[src/rtl/sdr_cmd_pkg.sv]
package sdr_cmd_pkg;

    // {CS#, RAS#, CAS#, WE#}
    typedef enum logic [3:0] {
        CMD_MRS = 4'b0000,
        CMD_REF = 4'b0001,
        CMD_PRE = 4'b0010,
        CMD_ACT = 4'b0011,
        CMD_WR  = 4'b0100,
        CMD_RD  = 4'b0101,
        CMD_BST = 4'b0110,
        CMD_NOP = 4'b0111
    } sdr_cmd_e;

    typedef enum logic [3:0] {
        ST_BOOT,
        ST_PRE_ALL,
        ST_INIT_REF1,
        ST_INIT_REF2,
        ST_MRS,
        ST_IDLE,
        ST_RW,
        ST_WAIT
    } seq_st_e;

    // one-beat burst, sequential order, latency in bits 6:4
    function automatic logic [12:0] mode_word(input logic [2:0] lat);
        return {6'b000000, lat, 4'b0000};
    endfunction

    function automatic int max2(input int x, input int y);
        return (x > y) ? x : y;
    endfunction

endpackage

[src/rtl/sdr_ref_timer.sv]
module sdr_ref_timer #(
    parameter int INTERVAL = 1040
) (
    input  logic clk,
    input  logic rst_n,
    input  logic en,
    input  logic ack,
    output logic pending
);
    localparam int CW = $clog2(INTERVAL + 1);

    typedef struct packed {
        logic [CW-1:0] cnt;
        logic          pend;
    } tmr_t;

    tmr_t q, d;

    always_comb begin
        d = q;
        if (ack) d.pend = 1'b0;
        if (!en) begin
            d.cnt = '0;
        end else if (q.cnt == CW'(INTERVAL - 1)) begin
            d.cnt  = '0;
            d.pend = 1'b1;
        end else begin
            d.cnt = q.cnt + 1'b1;
        end
    end

    always_ff @(posedge clk) begin
        if (!rst_n) q <= '0;
        else        q <= d;
    end

    assign pending = q.pend;
endmodule

[src/rtl/sdr_rd_capture.sv]
module sdr_rd_capture #(
    parameter int CL     = 3,
    parameter int DATA_W = 16
) (
    input  logic              clk,
    input  logic              rst_n,
    input  logic              issue,
    input  logic [DATA_W-1:0] dq_in,
    output logic              valid,
    output logic [DATA_W-1:0] data
);
    typedef struct packed {
        logic [CL-1:0]     pipe;
        logic              vld;
        logic [DATA_W-1:0] word;
    } cap_t;

    cap_t q, d;
    logic last;

    generate
        if (CL == 1) begin : g_one
            always_comb begin
                d = q;
                d.pipe = issue;
                last   = q.pipe[0];
                d.vld  = last;
                if (last) d.word = dq_in;
            end
        end else begin : g_multi
            always_comb begin
                d = q;
                d.pipe = {q.pipe[CL-2:0], issue};
                last   = q.pipe[CL-1];
                d.vld  = last;
                if (last) d.word = dq_in;
            end
        end
    endgenerate

    always_ff @(posedge clk) begin
        if (!rst_n) q <= '0;
        else        q <= d;
    end

    assign valid = q.vld;
    assign data  = q.word;
endmodule

[src/rtl/sdr_cmd_seq.sv]
module sdr_cmd_seq
    import sdr_cmd_pkg::*;
#(
    parameter int BANK_W       = 2,
    parameter int ROW_W        = 13,
    parameter int COL_W        = 10,
    parameter int DATA_W       = 16,
    parameter int T_RCD        = 3,
    parameter int T_RP         = 3,
    parameter int T_RAS        = 6,
    parameter int T_RC         = 9,
    parameter int T_RRD        = 2,
    parameter int T_WR         = 2,
    parameter int T_MRD        = 2,
    parameter int CAS_LAT      = 3,
    parameter int REF_INTERVAL = 1040
) (
    input  logic                              clk,
    input  logic                              rst_n,
    input  logic                              req_valid,
    output logic                              req_ready,
    input  logic                              req_write,
    input  logic [BANK_W+ROW_W+COL_W-1:0]     req_addr,
    input  logic [DATA_W-1:0]                 req_wdata,
    input  logic [DATA_W/8-1:0]               req_mask,
    output logic                              rd_valid,
    output logic [DATA_W-1:0]                 rd_data,
    output logic                              sd_cke,
    output logic                              sd_cs_n,
    output logic                              sd_ras_n,
    output logic                              sd_cas_n,
    output logic                              sd_we_n,
    output logic [BANK_W-1:0]                 sd_ba,
    output logic [ROW_W-1:0]                  sd_a,
    output logic [DATA_W/8-1:0]               sd_dqm,
    output logic [DATA_W-1:0]                 sd_dq_out,
    output logic                              sd_dq_oe,
    input  logic [DATA_W-1:0]                 sd_dq_in
);
    localparam int MASK_W = DATA_W / 8;
    localparam int A_W    = ROW_W;
    localparam int AP_BIT = 10;
    localparam int T_GAP  = max2(max2(T_RC, T_RCD + T_WR + T_RP),
                                 max2(T_RAS + T_RP, T_RRD));
    localparam int CNT_W  = $clog2(max2(T_GAP, T_RC) + 2);

    typedef struct packed {
        seq_st_e           st;
        seq_st_e           nxt;
        logic [CNT_W-1:0]  cnt;
        sdr_cmd_e          cmd;
        logic              cke;
        logic              live;
        logic [BANK_W-1:0] ba;
        logic [A_W-1:0]    a;
        logic [MASK_W-1:0] dqm;
        logic [DATA_W-1:0] dq;
        logic              oe;
        logic              we;
        logic [BANK_W-1:0] bank;
        logic [ROW_W-1:0]  row;
        logic [COL_W-1:0]  col;
        logic [DATA_W-1:0] wdata;
        logic [MASK_W-1:0] mask;
    } seq_t;

    seq_t q, d;
    logic ref_pending;
    logic ref_ack;

    sdr_ref_timer #(.INTERVAL(REF_INTERVAL)) ref_tmr_i (
        .clk     (clk),
        .rst_n   (rst_n),
        .en      (q.live),
        .ack     (ref_ack),
        .pending (ref_pending)
    );

    sdr_rd_capture #(.CL(CAS_LAT), .DATA_W(DATA_W)) rd_cap_i (
        .clk   (clk),
        .rst_n (rst_n),
        .issue (q.cmd == CMD_RD),
        .dq_in (sd_dq_in),
        .valid (rd_valid),
        .data  (rd_data)
    );

    assign req_ready = (q.st == ST_IDLE) && !ref_pending;

    always_comb begin
        d       = q;
        d.cmd   = CMD_NOP;
        d.cke   = 1'b1;
        d.ba    = '0;
        d.a     = '0;
        d.dqm   = '0;
        d.oe    = 1'b0;
        ref_ack = 1'b0;
        unique case (q.st)
            ST_BOOT: d.st = ST_PRE_ALL;
            ST_PRE_ALL: begin
                d.cmd       = CMD_PRE;
                d.a[AP_BIT] = 1'b1;
                d.st        = ST_WAIT;
                d.cnt       = CNT_W'(T_RP - 1);
                d.nxt       = ST_INIT_REF1;
            end
            ST_INIT_REF1, ST_INIT_REF2: begin
                d.cmd = CMD_REF;
                d.st  = ST_WAIT;
                d.cnt = CNT_W'(T_RC - 1);
                d.nxt = (q.st == ST_INIT_REF1) ? ST_INIT_REF2 : ST_MRS;
            end
            ST_MRS: begin
                d.cmd  = CMD_MRS;
                d.a    = A_W'(mode_word(3'(CAS_LAT)));
                d.live = 1'b1;
                d.st   = ST_WAIT;
                d.cnt  = CNT_W'(T_MRD - 1);
                d.nxt  = ST_IDLE;
            end
            ST_IDLE: begin
                if (ref_pending) begin
                    d.cmd   = CMD_REF;
                    ref_ack = 1'b1;
                    d.st    = ST_WAIT;
                    d.cnt   = CNT_W'(T_RC - 1);
                    d.nxt   = ST_IDLE;
                end else if (req_valid) begin
                    d.we    = req_write;
                    d.bank  = req_addr[BANK_W+ROW_W+COL_W-1 -: BANK_W];
                    d.row   = req_addr[ROW_W+COL_W-1 -: ROW_W];
                    d.col   = req_addr[COL_W-1:0];
                    d.wdata = req_wdata;
                    d.mask  = req_mask;
                    d.cmd   = CMD_ACT;
                    d.ba    = req_addr[BANK_W+ROW_W+COL_W-1 -: BANK_W];
                    d.a     = req_addr[ROW_W+COL_W-1 -: ROW_W];
                    d.st    = ST_WAIT;
                    d.cnt   = CNT_W'(T_RCD - 1);
                    d.nxt   = ST_RW;
                end
            end
            ST_RW: begin
                d.cmd              = q.we ? CMD_WR : CMD_RD;
                d.ba               = q.bank;
                d.a[COL_W-1:0]     = q.col;
                d.a[AP_BIT]        = 1'b1;
                if (q.we) begin
                    d.oe  = 1'b1;
                    d.dq  = q.wdata;
                    d.dqm = q.mask;
                end
                d.st  = ST_WAIT;
                d.cnt = CNT_W'(T_GAP - T_RCD - 1);
                d.nxt = ST_IDLE;
            end
            ST_WAIT: begin
                if (q.cnt <= CNT_W'(1)) d.st = q.nxt;
                else                    d.cnt = q.cnt - 1'b1;
            end
            default: d.st = ST_BOOT;
        endcase
    end

    always_ff @(posedge clk) begin
        if (!rst_n) begin
            q     <= '0;
            q.st  <= ST_BOOT;
            q.nxt <= ST_BOOT;
            q.cmd <= CMD_NOP;
        end else begin
            q <= d;
        end
    end

    assign sd_cke    = q.cke;
    assign sd_cs_n   = q.cmd[3];
    assign sd_ras_n  = q.cmd[2];
    assign sd_cas_n  = q.cmd[1];
    assign sd_we_n   = q.cmd[0];
    assign sd_ba     = q.ba;
    assign sd_a      = q.a;
    assign sd_dqm    = q.dqm;
    assign sd_dq_out = q.dq;
    assign sd_dq_oe  = q.oe;
endmodule

[config.mk]
export PLATFORM = sky130hd
export DESIGN_NAME = sdr_cmd_seq
export DESIGN_NICKNAME = d
export VERILOG_FILES = /design/src/rtl/sdr_cmd_pkg.sv /design/src/rtl/sdr_ref_timer.sv /design/src/rtl/sdr_rd_capture.sv /design/src/rtl/sdr_cmd_seq.sv
export SDC_FILE = /design/constraint.sdc
export NUM_CORES = 1
export LEC_CHECK = 0
export ABC_CLOCK_PERIOD_IN_PS = 2200
export BUFFER_PORTS_ARGS = -buffer_cell sky130_fd_sc_hd__buf_2
export CORE_MARGIN = 2
export CORE_UTILIZATION = 52
export CTS_CLUSTER_SIZE = 12
export DETAILED_ROUTE_END_ITERATION = 6
export PLACE_DENSITY_LB_ADDON = 0.1
export SLEW_MARGIN = 20
export SYNTH_ARGS = -nofsm -noshare
export SYNTH_HDL_FRONTEND = slang
export SYNTH_SLANG_ARGS = --single-unit
[constraint.sdc]
create_clock -name clk -period 2.2 [get_ports clk]
set_input_delay 0.11 -clock clk [delete_from_list [all_inputs] [get_ports clk]]
set_output_delay 0.11 -clock clk [all_outputs]
set_load 0.05 [all_outputs]
==> results.md, run 1 <==
- Status: finished, final reports clean
- PD cells: 693 nW/um^2
- Buf+Inv Stages, Crit Path: 2
- Setup TNS: 0 ns
- Leading register cell type out of synthesis: dfxtp_1
- Worst setup SP type: register
- Netlist cell types: 43
- Max_slew headroom: 0.604
- Clock root buffer: clkbuf_8
- Post-Synth Adder-Cell Area: 0.00853
- Placer congestion estimate: 0.867
- Post-synthesis sequential area ratio: 0.510
- Worst-Skew Late Latency: 0.37 ns
- Post-Synth XOR/XNOR Area: 0.0199
- Crit. Startpoint: q[94]
- Antenna violations before repair: 0
- Initial DRT Pass Iterations: 4
- Hold path start: req_addr[23]
- Worst path cell trace: buf_4, nand3b_4, nor3b_4, buf_4, nand2_1, a211oi_1
- Endpoint class of the critical path: register
- Die Span Y: 96.0 um
- Synth area leader: dfxtp_1
- FMAX: 0.518 GHz
- GR Overflow Total: 0
- Synth top area cells: dfxtp_1 51%, nand2_1 9.5%, a21oi_1 6.4%
- Synth Area per Inst: 8.58 sq um
- Worst R2R Path Depth: 6
- Most common cell after layout, fill and taps aside: buf_2
- Post-layout minimum cycle time: 1.93 ns
- Reg-to-reg endpoint: sd_ba[0]
- Highest ir drop seen on vdd: 0.000356 V
- Fillcell total: 681
- Class of the worst hold path: input port to register
- Critical R2R Launch: q[94]
- Number of cells on the critical path: 6
- WHS Path Cells: 3
- Min-Delay Endpoint: q[41]
- Vias in the first global route: 3450
- Synthesized area: 4400 sq um
- Hold Violations, Final: 0
- CTS sink cnt: 112
- Slew @ Worst Pin: 0.590 ns
- Clk slew on worst S/H paths: 0.10 ns
- DRT Wirelength: 10.3 mm
- Commonest non-fill, non-tap cells in the layout: 118 x buf_2, 112 x dfxtp_1, 111 x nand2_1
- Port buffer count: 118
- Ys Warns: 0
- FFs w/ async S/R, synth: 0
- Die ar.: 9210 sq um
- Final Util: 0.680
- Layout cells sized above 1: 0.236
- Clock buffer depth: 2
- Post-synthesis mux area share: 0.0364
- Number of nets with antenna violations after routing: 0
- Synthesis-stage register bit count: 112
- Crit Path Category: register to register
- Cells after Synth: 513
- Post-DP HPWL: 6.78 mm
- Inserted Diodes: 0
- Gr usage total: 0.224
- Worst Path Max Fanout: 17
- Arr. time, crit path: 2.20 ns
- Routed WL per cell: 13.7 um
- Initial core utilization: 0.536
- P_leak: 2.30 nW
- Global-route wire length before repair: 16.0 mm
- Flop-to-flop setup slack: 0.27 ns
- Largest family of logic cells by synthesized area: simple AND/OR/NAND/NOR gates
- Drt initial violations: 123
- Critical path's slowest cell: dfxtp_1
- Setup-failing EPs final: 0
- Max-cap violations: 0
- Synthesized net count: 579
- Io pins: 120
- Pin count of the biggest net entering global routing: 32
- CP max stage delay: 0.57 ns
- Rows: 33
- Drt drc: 0
- Finished Cell Area: 5590 sq um
- Via density: 5.03
- Layout area overhead: 27.0%
- Simple-gate share of the synthesized area: 0.205
- RSZ-0062 raised after global routing: no
- CTS tree: done
- CTS H-tree depth: 3
- Max Slew Vio Count: 0
- Core ar.: 8220 sq um
- Number of synthesized flops with an enable pin: 0
- Placed instance area: 4830 sq um
- Final Cycle Share: 0.877
- Top Family by Delay on Critical Path: flip-flops
- Area share of the leading cell type in the synthesized netlist: 0.510
- Cell mode on critical path: buf_4
- Fin nets: 708
- Vias: 3785
- Synth Area in Compound Gates: 0.124
- Crit path required time: 2.47 ns
- Clock Skews: 0.0139 ns
- Chip Width: 96.0 um
- TritonCTS buffer count: 9
-- layer usage --
layer,part of all wire,global-route usage,vias up,wire length (um)
li1,-,-,1933,-
met1,0.46,0.288,1719,4700
met2,0.46,0.367,117,4760
met3,0.059,0.0446,16,606
met4,0.020,0.0905,0,208
met5,0,0,-,0
-- what timing repair did --
item                                    in CTS  in global routing
resized for setup                            0                  1
endpoints found under the setup margin       0                  5
endpoints found under the hold margin       55                  0
buffers inserted                             0                  0
hold buffers                                55                  0
-- per-stage QoR --
| step | setup WS (ns) | power (W) | hold slack, ns | cells |
|---|---|---|---|---|
| 6_report | 0.270 | 0.00387 | 0.0212 | 752 |
| 3_3_place_gp | 0.320 | 0.00259 | 0.349 | 681 |
| 3_5_place_dp | 0.208 | 0.00259 | 0.345 | 681 |
| 5_1_grt | 0.121 | 0.00404 | 0.00806 | 752 |
| 4_1_cts | 0.186 | 0.00390 | 0.00207 | 752 |
| 2_1_floorplan | 0.661 | 0.00246 | 0.138 | 513 |
-- worst reg2reg max path: cells and delay by family, from the launching register on --
kind | cells | cell delay, ns
AO/OA/AOI/OAI | 1 | 0.22
buffers and inverters | 2 | 0.54
flip-flops | 1 | 0.57
AND/OR/NAND/NOR | 3 | 0.51
-- cells by family after synthesis --
kind of cell | Yosys count
AOI/OAI and AO/OA | 94
xor gates and xnor gates | 10
adders and majority gates | 3
buffers and inverters | 74
DFF | 112
muxes | 16
other | 1
and+or+nand+nor | 203
-- where the power goes --
part	switching [W]	leakage [nW]	total, W	internal (W)
registers	0.0000499	0.908	0.00214	0.00209
logic	0.000271	1.29	0.000491	0.000220
clock network	0.000677	0.101	0.00125	0.000569
-- state kept, by name, summed over array words and instances, names as in the netlist --
register and flops:
ref_tmr_i.pending 1, sd_ras_n 1, sd_cke 1, rd_cap_i.d 3, sd_a 13, rd_cap_i.data 16, sd_we_n 1, sd_cas_n 1
sd_ba 2, sd_dq_out 16, rd_cap_i.valid 1, ref_tmr_i.q 11, sd_dqm 2, sd_dq_oe 1, q 42
-- cell type report --
| type | count | area, sq um | share of cell area |
|---|---|---|---|
| well taps | 105 | 131 | 0.0235 |
| clock inverters | 5 | 63.8 | 0.0114 |
| multi-input cells | 327 | 1740 | 0.311 |
| repair buffers | 185 | 1240 | 0.223 |
| inverters | 7 | 26.3 | 0.00470 |
| flip-flops and latches | 112 | 2240 | 0.401 |
| clock buffers | 11 | 141 | 0.0253 |
-- worst max-delay path by stage --
stage / to / slack (ns)
floorplan: q[84] / 0.66
global placement: sd_dq_out[13] / 0.32
detailed placement: sd_dq_out[14] / 0.21
CTS: sd_dq_out[14] / 0.19
global route: sd_ba[0] / 0.12
finish: sd_ba[0] / 0.27
-- Yosys cell counts (6+ instances only) --
| cell | n |
|---|---|
| mux2i_1 | 16 |
| clkbuf_1 | 16 |
| nand3_1 | 7 |
| nor3_1 | 9 |
| buf_4 | 34 |
| nand2_1 | 111 |
| dfxtp_1 | 112 |
| o21ai_0 | 11 |
| a21oi_1 | 56 |
| nor2_1 | 48 |
| xnor2_1 | 7 |
| a22oi_1 | 9 |
| and3_1 | 6 |
| inv_1 | 7 |
| buf_2 | 13 |
(Power assumes the default switching activity.)
==> inputs of run 2 (changes only) <==
--- a/config.mk
+++ b/config.mk
@@ -8,10 +8,12 @@
 export ABC_CLOCK_PERIOD_IN_PS = 2200
 export BUFFER_PORTS_ARGS = -buffer_cell sky130_fd_sc_hd__buf_2
 export CORE_MARGIN = 2
-export CORE_UTILIZATION = 52
+export CORE_UTILIZATION = 35
 export CTS_CLUSTER_SIZE = 12
 export DETAILED_ROUTE_END_ITERATION = 6
+export GPL_TIMING_DRIVEN = 0
 export PLACE_DENSITY_LB_ADDON = 0.1
+export SKIP_LAST_GASP = 1
 export SLEW_MARGIN = 20
 export SYNTH_ARGS = -nofsm -noshare
 export SYNTH_HDL_FRONTEND = slang
==> results.md, run 2 (same netlist as run 1, synthesis figures left out) <==
- Worst slack at placement: 0.366 ns
- Hold WS: 0.0116 ns
- PD cells: 733 nW/um^2
- CP max stage delay: 0.53 ns
- Placed instance area: 5200 sq um
- Worst setup SP type: input port
- Chip Width: 116 um
- Setup TNS: 0 ns
- Combinational group share of total power: 0.115
- Arr. time, crit path: 2.19 ns
- Final non-filler cell total: 855
- Vias in the first global route: 3561
- Routed WL per cell: 12.9 um
- Endpoint class of the critical path: register
- Setup-failing EPs final: 0
- Highest ir drop seen on vdd: 0.000290 V
- Critical R2R Launch: q[92]
- Max-cap violations: 0
- Post-CTS setup buffer count: 0
- Inserted Diodes: 0
- Initial core utilization: 0.362
- Sw Ratio: 0.241
- Flop pwr share: 0.489
- Number of nets with antenna violations after routing: 0
- Int Pwr: 0.00329 W
- Max_slew headroom: 0.620
- CTS sink cnt: 112
- Status: finished, final reports clean
- Die Span Y: 116 um
- Clock share of power: 0.396
- Vias: 3845
- Hold path start: req_mask[0]
- FMAX: 0.505 GHz
- Drt initial violations: 161
- P_leak: 2.50 nW
- CTS tree: done
- Clock buffer depth: 2
- Fin nets: 748
- Class of the worst hold path: input port to register
- GR Overflow Total: 0
- CTS H-tree depth: 3
- Cell mode on critical path: clkbuf_1
- Worst Setup Slack, final: 0.220 ns
- Clock root buffer: clkbuf_16
- Pin count of the biggest net entering global routing: 18
- Fillcell total: 1222
- Hold Violations, Final: 0
- Post-DP HPWL: 7.97 mm
- Routing usage on met2: 0.260
- Commonest non-fill, non-tap cells in the layout: 131 x buf_2, 112 x dfxtp_1, 111 x nand2_1
- Via density: 4.50
- Gr usage total: 0.167
- Number of flip-flops in the largest register: 42
- RSZ-0062 raised after global routing: no
- Met1 Track Usage GR: 0.230
- Core ar.: 12200 sq um
- Antenna violations before repair: 0
- Clock Skews: 0.00947 ns
- DRT Wirelength: 11.1 mm
- Worst path cell trace: dlygate4sd3_1, buf_2, clkbuf_1, inv_1, clkbuf_1, buf_1, a21oi_1
- Final Cycle Share: 0.900
- Crit path required time: 2.41 ns
- Initial DRT Pass Iterations: 4
- TritonCTS buffer count: 9
- Slew @ Worst Pin: 0.570 ns
- Reg with most FFs: q
- Worst-Skew Late Latency: 0.35 ns
- Global-route wire length before repair: 17.5 mm
- Post-Place Cells: 799
- Die ar.: 13500 sq um
- Grt peak-use layer: met2
- Io pins: 120
- Placer congestion estimate: 0.860
- Most common cell after layout, fill and taps aside: buf_2
- Clk slew on worst S/H paths: 0.07 ns
- Layout area overhead: 34.5%
- Crit. Startpoint: rst_n
- Worst Path Max Fanout: 10
- Post-layout minimum cycle time: 1.98 ns
- Crit Path Category: input port to register
- Max Slew Vio Count: 0
- Layout cells sized above 1: 0.271
- Drt drc: 0
- Met3 Use GR: 0.0332
- Port buffer count: 118
- Sw Pwr: 0.00105 W
- Critical path's slowest cell: dlygate4sd3_1
- Rows: 40
- Finished Cell Area: 5920 sq um
-- run 2: repair_timing --
action                                 CTS  global route
setup endpoints to repair                0             2
gates resized for setup                  0             1
hold buffers                            40             0
endpoints found under the hold margin   40             0
-- run 2: routing by layer --
metal,vias up,share of wire
li1,2008,-
met5,-,0
met2,110,0.45
met4,0,0.016
met3,12,0.055
met1,1715,0.48
-- run 2: final cells by class --
class | count | area (sq um) | share of cell area
flip-flops and latches | 112 | 2240 | 0.379
clock inverters | 5 | 81.3 | 0.0137
well taps | 168 | 210 | 0.0355
inverters | 7 | 26.3 | 0.00444
plain buffers | 67 | 397 | 0.0670
repair buffers | 158 | 991 | 0.167
multi-input cells | 327 | 1740 | 0.294
clock buffers | 11 | 233 | 0.0393
-- run 2: power groups by stage --
| stage | clock network [W] | logic [W] | registers [W] |
|---|---|---|---|
| finish | 0.00172 | 0.000499 | 0.00212 |
| global route | 0.00187 | 0.000553 | 0.00213 |
| CTS | 0.00178 | 0.000502 | 0.00212 |
| detailed placement | 0 | 0.000444 | 0.00217 |
| global placement | 0 | 0.000438 | 0.00217 |
| floorplan | 0 | 0.000262 | 0.00220 |
-- run 2: worst paths after layout --
path              slack, ns  cells past startpoint              to
setup reg to reg       0.38                      5        sd_ba[1]
hold / removal         0.01                      3            q[0]
hold reg to reg        0.41                      1  rd_cap_i.d[18]
setup / recovery       0.22                      7    sd_dq_out[2]
-- run 2: through the flow --
stage | power, W | utilization
6_report | 0.00434 | 0.487
4_1_cts | 0.00440 | 0.486
3_5_place_dp | 0.00261 | 0.428
3_3_place_gp | 0.00261 | 0.428
5_1_grt | 0.00455 | 0.487
2_1_floorplan | 0.00246 | -
-- run 2: worst max-delay path: cells and delay by family --
kind,cells,cell delay (ns)
buffers and inverters,6,1.98
AOI/OAI and AO/OA,1,0.09
==> inputs of run 3 (changes only) <==
--- a/config.mk
+++ b/config.mk
@@ -11,7 +11,6 @@
 export CORE_UTILIZATION = 35
 export CTS_CLUSTER_SIZE = 12
 export DETAILED_ROUTE_END_ITERATION = 6
-export GPL_TIMING_DRIVEN = 0
 export PLACE_DENSITY_LB_ADDON = 0.1
 export SKIP_LAST_GASP = 1
 export SLEW_MARGIN = 20
==> results.md, run 3 (same netlist as run 1, synthesis figures left out) <==
- Slew @ Worst Pin: 0.725 ns
- Routed WL per cell: 13.3 um
- Met3 Use GR: 0.0602
- Clock root buffer: clkbuf_16
- FMAX: 0.503 GHz
- Class of the worst hold path: input port to register
- CTS tree: done
- Met1 Track Usage GR: 0.194
- Global-route wire length before repair: 16.2 mm
- Reg with most FFs: q
- Worst Setup Slack, final: 0.211 ns
- Critical path's slowest cell: or4_1
- TritonCTS buffer count: 9
- Routing usage on met2: 0.244
- Die Span Y: 116 um
- CTS H-tree depth: 3
- Placer congestion estimate: 0.808
- P_leak: 2.26 nW
- GR Overflow Total: 0
- Vias in the first global route: 3377
- Gr usage total: 0.154
- Max Slew Vio Count: 0
- Post-layout minimum cycle time: 1.99 ns
- Antenna violations before repair: 0
- Crit path required time: 2.38 ns
- Arr. time, crit path: 2.17 ns
- Port buffer count: 118
- Layout cells sized above 1: 0.244
- Post-DP HPWL: 7.02 mm
- Max-cap violations: 0
- Clock Skews: 0.00623 ns
- Most common cell after layout, fill and taps aside: buf_2
- Buf+Inv Stages, Crit Path: 0
- Worst slack at placement: 0.302 ns
- Number of nets with antenna violations after routing: 0
- Tot Pwr: 0.00426 W
- Fin nets: 685
- Number of flip-flops in the largest register: 42
- Highest ir drop seen on vdd: 0.000513 V
- Die ar.: 13500 sq um
- Clock buffer depth: 2
- CTS sink cnt: 112
- Worst-Skew Late Latency: 0.34 ns
- Core ar.: 12200 sq um
- Layout area overhead: 25.9%
- Worst Path Max Fanout: 17
- Final Cycle Share: 0.904
- Initial core utilization: 0.362
- Io pins: 120
- Status: finished, final reports clean
- RSZ-0062 raised after global routing: no
- PD cells: 769 nW/um^2
- Chip Width: 116 um
- Pin count of the biggest net entering global routing: 49
- Setup TNS: 0 ns
- Crit Path Category: register to register
- Worst path cell trace: nand3_1, or4_1, a21oi_1, a311oi_2
- Hold Violations, Final: 0
- DRT Wirelength: 10.5 mm
- Vias: 3620
- Worst setup SP type: register
- Endpoint class of the critical path: register
- Clk slew on worst S/H paths: 0.07 ns
- Initial DRT Pass Iterations: 4
- Max_slew headroom: 0.513
- Via density: 4.56
- Setup-failing EPs final: 0
- Top Family by Delay on Critical Path: simple AND/OR/NAND/NOR gates
- Drt drc: 0
- Commonest non-fill, non-tap cells in the layout: 118 x buf_2, 112 x dfxtp_1, 111 x nand2_1
- Rows: 40
- Drt initial violations: 176
- Grt peak-use layer: met2
- CP max stage delay: 0.70 ns
run 3: path summary, 6_finish.rpt:
path                startpoint              to  slack (ns)  cells after the start
hold / removal    req_wdata[9]           q[11]       0.009                      3
setup reg to reg         q[93]           q[84]        0.21                      4
hold reg to reg       sd_cas_n  rd_cap_i.d[18]        0.43                      1
setup / recovery         q[93]           q[84]        0.21                      4
run 3: where the power goes:
part           total, W  internal (W)  leakage (nW)  switching (W)
sequential      0.00214       0.00209         0.908      0.0000540
combinational  0.000455      0.000193          1.20       0.000263
clock           0.00167      0.000944         0.156       0.000722
run 3: per-stage QoR:
step / util / instance area (sq um) / std cells / hold WS, ns
detailed placement: 0.403 / 4900 / 743 / 0.351
CTS: 0.455 / 5540 / 792 / 0.000855
global placement: 0.403 / 4900 / 743 / 0.349
global route: 0.455 / 5540 / 792 / 0.00208
floorplan: - / 4400 / 513 / 0.138
finish: 0.456 / 5540 / 793 / 0.00899
run 3: area by class of cell:
class,count,area [sq um]
inverter,7,26.3
multi-input combinational,327,1740
clock inverter,5,53.8
tap,168,210
fill,1268,6620
timing repair buffer,162,1020
sequential,112,2240
clock buffer,11,253
antenna,1,2.50
run 3: worst reg2reg max path, cell delays in order, from the launching register on:
cell and delay [ns]:
dfxtp_1 0.63, nand3_1 0.16, or4_1 0.70, a21oi_1 0.27, a311oi_2 0.07
run 3: what timing repair did:
action                    CTS  global route
buffers inserted            0             0
resized for setup           0             0
hold endpoints to repair   33             0
hold buffers               33             0
run 3: layer usage:
metal / routed length, um / vias to the layer above
met2: 4700 / 107
met4: 178 / 0
met1: 4860 / 1627
met3: 776 / 13
met5: 0 / -
li1: - / 1873
